<file path="src/rtl/sram_ctrl_pkg.sv">
`timescale 1ns/1ps
package sram_ctrl_pkg;
  typedef enum logic [2:0] {
    ST_IDLE, ST_READ, ST_WSETUP, ST_WPULSE, ST_WHOLD
  } seq_st_e;

  function automatic int unsigned ns_to_cyc(int unsigned ns, int unsigned clk_ns);
    int unsigned c;
    c = (ns + clk_ns - 1) / clk_ns;
    return (c == 0) ? 1 : c;
  endfunction
endpackage

</file>
<file path="src/rtl/sram_wait_cnt.sv">
`timescale 1ns/1ps
module sram_wait_cnt #(
  parameter int unsigned CNT_W = 4
) (
  input  logic             clk_i,
  input  logic             rst_ni,
  input  logic             load_i,
  input  logic [CNT_W-1:0] load_val_i,
  output logic             zero_o
);
  logic [CNT_W-1:0] cnt_q;

  always_ff @(posedge clk_i or negedge rst_ni) begin
    if (!rst_ni)              cnt_q <= '0;
    else if (load_i)          cnt_q <= load_val_i;
    else if (cnt_q != '0)     cnt_q <= cnt_q - 1'b1;
  end

  assign zero_o = (cnt_q == '0);
endmodule

</file>
<file path="src/rtl/sram_seq.sv">
`timescale 1ns/1ps
module sram_seq
  import sram_ctrl_pkg::*;
#(
  parameter int unsigned CNT_W   = 4,
  parameter int unsigned ACC_CYC = 7,
  parameter int unsigned WP_CYC  = 5,
  parameter int unsigned DH_CYC  = 2
) (
  input  logic             clk_i,
  input  logic             rst_ni,
  input  logic             req_valid_i,
  input  logic             req_we_i,
  input  logic             zero_i,
  output logic             ready_o,
  output logic             accept_o,
  output logic             load_o,
  output logic [CNT_W-1:0] load_val_o,
  output logic             capture_o,
  output logic             cs_n_o,
  output logic             we_n_o
);
  seq_st_e st_q, st_d;
  logic    cs_n_q, cs_n_d, we_n_q, we_n_d;

  assign ready_o  = (st_q == ST_IDLE);
  assign accept_o = ready_o && req_valid_i;

  always_comb begin
    st_d       = st_q;
    cs_n_d     = cs_n_q;
    we_n_d     = we_n_q;
    load_o     = 1'b0;
    load_val_o = '0;
    capture_o  = 1'b0;
    unique case (st_q)
      ST_IDLE: if (accept_o) begin
        if (req_we_i) st_d = ST_WSETUP;
        else begin
          st_d       = ST_READ;
          cs_n_d     = 1'b0;
          load_o     = 1'b1;
          load_val_o = CNT_W'(ACC_CYC - 1);
        end
      end
      ST_READ: if (zero_i) begin
        st_d      = ST_IDLE;
        cs_n_d    = 1'b1;
        capture_o = 1'b1;
      end
      ST_WSETUP: begin
        st_d       = ST_WPULSE;
        cs_n_d     = 1'b0;
        we_n_d     = 1'b0;
        load_o     = 1'b1;
        load_val_o = CNT_W'(WP_CYC - 1);
      end
      ST_WPULSE: if (zero_i) begin
        st_d       = ST_WHOLD;
        cs_n_d     = 1'b1;
        we_n_d     = 1'b1;
        load_o     = 1'b1;
        load_val_o = CNT_W'(DH_CYC - 1);
      end
      ST_WHOLD: if (zero_i) st_d = ST_IDLE;
      default: st_d = ST_IDLE;
    endcase
  end

  always_ff @(posedge clk_i or negedge rst_ni) begin
    if (!rst_ni) begin
      st_q   <= ST_IDLE;
      cs_n_q <= 1'b1;
      we_n_q <= 1'b1;
    end else begin
      st_q   <= st_d;
      cs_n_q <= cs_n_d;
      we_n_q <= we_n_d;
    end
  end

  assign cs_n_o = cs_n_q;
  assign we_n_o = we_n_q;


  we_in_cs_chk: assert property (@(posedge clk_i) disable iff (!rst_ni)
    !we_n_q |-> !cs_n_q);

  busy_ready_chk: assert property (@(posedge clk_i) disable iff (!rst_ni)
    !cs_n_q |-> !ready_o);
endmodule

</file>
<file path="src/rtl/sram_ctrl.sv">
`timescale 1ns/1ps
module sram_ctrl
  import sram_ctrl_pkg::*;
#(
  parameter int unsigned ADDR_W   = 16,
  parameter int unsigned CLK_NS   = 4,
  parameter int unsigned T_ACC_NS = 25,
  parameter int unsigned T_WP_NS  = 20,
  parameter int unsigned T_DW_NS  = 15,
  parameter int unsigned T_DH_NS  = 5
) (
  input  logic              clk_i,
  input  logic              rst_ni,
  input  logic              req_valid_i,
  output logic              req_ready_o,
  input  logic              req_we_i,
  input  logic [ADDR_W-1:0] req_addr_i,
  input  logic              req_wdata_i,
  output logic              rsp_valid_o,
  output logic              rsp_rdata_o,
  output logic              mem_cs_no,
  output logic              mem_we_no,
  output logic [ADDR_W-1:0] mem_addr_o,
  output logic              mem_din_o,
  input  logic              mem_dout_i
);
  localparam int unsigned ACC_CYC = ns_to_cyc(T_ACC_NS, CLK_NS);
  localparam int unsigned WP_A    = ns_to_cyc(T_WP_NS, CLK_NS);
  localparam int unsigned WP_B    = ns_to_cyc(T_DW_NS, CLK_NS);
  localparam int unsigned WP_CYC  = (WP_A > WP_B) ? WP_A : WP_B;
  localparam int unsigned DH_CYC  = ns_to_cyc(T_DH_NS, CLK_NS);
  localparam int unsigned MAX_AW  = (ACC_CYC > WP_CYC) ? ACC_CYC : WP_CYC;
  localparam int unsigned MAX_CYC = (MAX_AW > DH_CYC) ? MAX_AW : DH_CYC;
  localparam int unsigned CNT_W   = $clog2(MAX_CYC + 1);

  logic             accept, load, zero, capture;
  logic [CNT_W-1:0] load_val;
  logic [ADDR_W-1:0] addr_q;
  logic             din_q, rsp_q, rdata_q;

  sram_wait_cnt #(.CNT_W(CNT_W)) u_cnt (
    .clk_i(clk_i), .rst_ni(rst_ni), .load_i(load),
    .load_val_i(load_val), .zero_o(zero)
  );

  sram_seq #(
    .CNT_W(CNT_W), .ACC_CYC(ACC_CYC), .WP_CYC(WP_CYC), .DH_CYC(DH_CYC)
  ) u_seq (
    .clk_i(clk_i), .rst_ni(rst_ni), .req_valid_i(req_valid_i),
    .req_we_i(req_we_i), .zero_i(zero), .ready_o(req_ready_o),
    .accept_o(accept), .load_o(load), .load_val_o(load_val),
    .capture_o(capture), .cs_n_o(mem_cs_no), .we_n_o(mem_we_no)
  );

  always_ff @(posedge clk_i or negedge rst_ni) begin
    if (!rst_ni) begin
      addr_q  <= '0;
      din_q   <= 1'b0;
      rsp_q   <= 1'b0;
      rdata_q <= 1'b0;
    end else begin
      if (accept) begin
        addr_q <= req_addr_i;
        din_q  <= req_wdata_i;
      end
      rsp_q <= capture;
      if (capture) rdata_q <= mem_dout_i;
    end
  end

  assign mem_addr_o  = addr_q;
  assign mem_din_o   = din_q;
  assign rsp_valid_o = rsp_q;
  assign rsp_rdata_o = rdata_q;


  addr_hold_chk: assert property (@(posedge clk_i) disable iff (!rst_ni)
    (!mem_cs_no && $past(!mem_cs_no)) |-> $stable(mem_addr_o));

  din_hold_chk: assert property (@(posedge clk_i) disable iff (!rst_ni)
    (!mem_we_no && $past(!mem_we_no)) |-> $stable(mem_din_o));

  rsp_pulse_chk: assert property (@(posedge clk_i) disable iff (!rst_ni)
    rsp_valid_o |=> !rsp_valid_o);

  strobe_rise_chk: assert property (@(posedge clk_i) disable iff (!rst_ni)
    $rose(mem_we_no) |-> $rose(mem_cs_no));

  // pulse width counted here, the window depends on a parameter
  logic [CNT_W:0] we_lo_cnt;
  always_ff @(posedge clk_i or negedge rst_ni) begin
    if (!rst_ni)         we_lo_cnt <= '0;
    else if (!mem_we_no) we_lo_cnt <= we_lo_cnt + 1'b1;
    else                 we_lo_cnt <= '0;
  end

  we_width_chk: assert property (@(posedge clk_i) disable iff (!rst_ni)
    $rose(mem_we_no) |-> ($past(we_lo_cnt) == (CNT_W+1)'(WP_CYC - 1)));
endmodule

</file>
<file path="config.mk">
export PLATFORM = sky130hd
export DESIGN_NAME = sram_ctrl
export DESIGN_NICKNAME = d
export VERILOG_FILES = /design/src/rtl/sram_ctrl_pkg.sv /design/src/rtl/sram_wait_cnt.sv /design/src/rtl/sram_seq.sv /design/src/rtl/sram_ctrl.sv
export SDC_FILE = /design/constraint.sdc
export NUM_CORES = 1
export LEC_CHECK = 0
export ABC_CLOCK_PERIOD_IN_PS = 1750
export CAP_MARGIN = 10
export CORE_UTILIZATION = 44
export DETAILED_ROUTE_END_ITERATION = 10
export PLACE_DENSITY = 0.79
export SLEW_MARGIN = 10
export SYNTH_ARGS = -nofsm -noshare
export SYNTH_HDL_FRONTEND = slang
export SYNTH_HIERARCHICAL = 1
export SYNTH_SLANG_ARGS = --single-unit
</file>
<file path="constraint.sdc">
create_clock -name clk_i -period 1.75 [get_ports clk_i]
set_input_delay 0.2625 -clock clk_i [delete_from_list [all_inputs] [get_ports clk_i]]
set_output_delay 0.2625 -clock clk_i [all_outputs]
set_load 0.05 [all_outputs]
</file>
==> metrics.yaml <==
status: "finished, final reports clean"
fin_nets: 167
synth.distinct_cells: 28
cp.required_ns: 1.99
power_mw: 3.795
drc: 0
setup_viol: 0
leakage_nw: 0.8546
hold_class: "in2async"
rows: 18
yosys.area_share.simple: 0.1012
avgViaCountPerCell: 5.186
cts_buffers: 3
synth_seq_cells: 27
antenna_found_initial: 0
finalHoldViolations: 0
yosysWarnings: 6
die_y_um: 54.74
worstSetupStartpoint: "u_cnt/cnt_q[0]$_DFFE_PN0P_"
die_area_um2: 2996
cp_data_arrival_time_ns: 1.93
synth_area_per_cell_um2: 13.60
rr_startpoint: "u_cnt/cnt_q[0]$_DFFE_PN0P_"
skew_ns: 0.002364
cts-root-buf: "clkbuf_4"
htree_num_levels: 1
cp-end-kind: "flop"
place_inst: 164
grt_start_max_net_pins: 28
grt.overflow.total: 0
drt_iter0_markers: 3
fin_crit_sh: 0.9700
fmax_mhz: 589.1
area_delta_synth_final_pct: 46.93
synth_xor_area_frac: 0
synth_nets: 114
drt_wl_total_um: 2595
cts_tree: "yes"
clockBufferDepth: 2
tightest_slew_ns: 0.4996
final_cells: 172
seq_area_frac_synth: 0.5542
wl_per_cell_um: 15.09
vias: 892
critPathLaunchType: "flop"
num_io_pins: 44
crit_path_max_fanout: 4
start_util: 0.4808
rsz0062_at_grt: "yes"
core_area_um2: 2545
synth_compound_area_frac: 0.07055
crit_type: "reg2reg"
yosys.area_share.adder: 0.02045
place.gp.congestion: 0.7473
synthMuxAreaShare: 0.1963
final.fill_count: 196
netlist_instances: 90
drive_gt1_frac: 0.3451
slew_violations: 0
clk-insertion-delay-late_ns: 0.33
layout_commonest_cell: "dfrtp_1"
grt_pass1_vias: 913
die-width_um: 54.74
p_per_area_nw_per_um2: 2111
dr.pass1.iters: 4
clk_pin_slew_ns: 0.14
clock_sinks: 27
synth_top_family_by_area: "multiplexers"
max_cap_viol_count: 0
final_cell_mix: "dfrtp_1 (24), clkdlybuf4s50_1 (21), dlygate4sd2_1 (18), mux2_4 (10), buf_4 (10)"
slew_headroom: 0.6664
synth_area_um2: 1224
ir_worst_vdd_mv: 1.574
grt_pass1_wl_um: 3898
ant_nets: 0
fin_crit_ns: 1.697
track_usage: 0.1908
numPortBuffers: 43
diodes: 0
dp_hpwl_um: 1715
-- cells by family after synthesis --
kind of cell,Yosys count
buf+inv,12
fa+ha+maj,2
flops,27
compound gates,12
mux,18
simple gates,19
-- Yosys cell counts --
master	number	area (µm²)
nand2b_1	2	12.51
a21oi_1	3	15.01
a32o_1	1	10.01
nor2b_1	5	31.28
dfrtp_1	25	625.6
mux2_2	8	90.09
nor4b_1	2	17.52
buf_2	1	5.000
a311oi_1	1	8.760
inv_1	9	33.78
mux2_4	10	150.1
o31a_2	1	10.01
nor2_1	3	11.26
and3b_1	1	8.760
a2bb2oi_1	1	8.760
o21ai_1	1	5.000
and2_4	1	8.760
buf_6	1	11.26
ha_1	2	25.02
or3b_1	1	8.760
nor3_2	1	10.01
dfstp_2	2	52.55
buf_12	1	20.02
a31oi_1	2	12.51
o21a_1	1	7.510
a221oi_1	1	8.760
nand2_1	2	7.510
and2b_1	1	7.510
-- state kept, by name, indices dropped and copies added (netlist names) --
signal	cells
mem_addr_o	16
u_seq/cs_n_o	1
u_seq/st_q	3
u_seq/we_n_o	1
u_cnt/cnt_q	3
rsp_rdata_o	1
mem_din_o	1
rsp_valid_o	1
-- power by group --
group / switching, mW / total, mW / internal, mW / leakage (nW)
combinational: 1.43 / 2.38 / 0.946 / 0.516
clock: 0.185 / 0.271 / 0.0861 / 0.0177
sequential: 0.200 / 1.15 / 0.946 / 0.321
-- worst max-delay path, cell delays in order, from the launching register on --
cell and delay [ns]:
dfrtp_1 0.42, inv_1 0.13, ha_4 0.18, nand2b_4 0.06, inv_1 0.06, and3b_2 0.24
nor2b_4 0.18, mux2_2 0.33
-- stage by stage --
step | utilization | area [µm²] | setup WS (ns) | hold slack (ns) | TNS [ns]
4_1_cts | 0.6903 | 1757 | 0.01025 | 0.2874 | 0
3_5_place_dp | 0.6672 | 1698 | -0.1112 | 0.4924 | -0.2028
6_report | 0.7065 | 1798 | 0.05258 | 0.2751 | 0
5_1_grt | 0.7065 | 1798 | -0.02490 | 0.3181 | -0.03170
3_3_place_gp | 0.6672 | 1698 | 0.03738 | 0.4905 | 0
2_1_floorplan | - | 1231 | -0.08257 | -0.03309 | -0.8257
-- worst paths after layout --
path | end | slack [ns] | depth (start not counted)
setup reg to reg | rsp_rdata_o$_DFFE_PN0P_ | 0.05 | 7
hold / removal | mem_addr_o[14]$_DFFE_PN0P_ | 0.28 | 2
setup / recovery | rsp_rdata_o$_DFFE_PN0P_ | 0.05 | 7
max in group asynchronous | u_seq/cs_n_o$_DFFE_PN1P_ | 1.18 | 2
hold reg to reg | mem_addr_o[9]$_DFFE_PN0P_ | 0.52 | 1
min in group clk_i | mem_addr_o[9]$_DFFE_PN0P_ | 0.52 | 1
-- timing repair --
| item | 4_1_cts | 5_1_grt |
|---|---|---|
| pin swaps | 2 | 2 |
| gates cloned | 0 | 0 |
| resized for setup | 26 | 7 |
| setup endpoints to repair | 21 | 4 |
| hold buffers | 0 | 0 |
| setup buffers | 3 | 1 |
-- layout make-up --
cell class | count | area (µm²) | area share
repair buffers | 51 | 475.5 | 0.2644
clock inverters | 1 | 5.005 | 0.002784
flip-flops and latches | 27 | 679.4 | 0.3779
multi-input cells | 51 | 544.3 | 0.3027
well taps | 30 | 37.54 | 0.02088
clock buffers | 3 | 22.52 | 0.01253
inverters | 9 | 33.78 | 0.01879
-- metal layers --
metal | GRT usage | vias up | part of all wire
met2 | 0.3293 | 42 | 0.48
met1 | 0.2202 | 430 | 0.42
met5 | 0 | - | 0
met3 | 0.03889 | 5 | 0.081
li1 | - | 415 | -
met4 | 0.09829 | 0 | 0.020
Note: power is estimated with default switching activity, not from simulation.
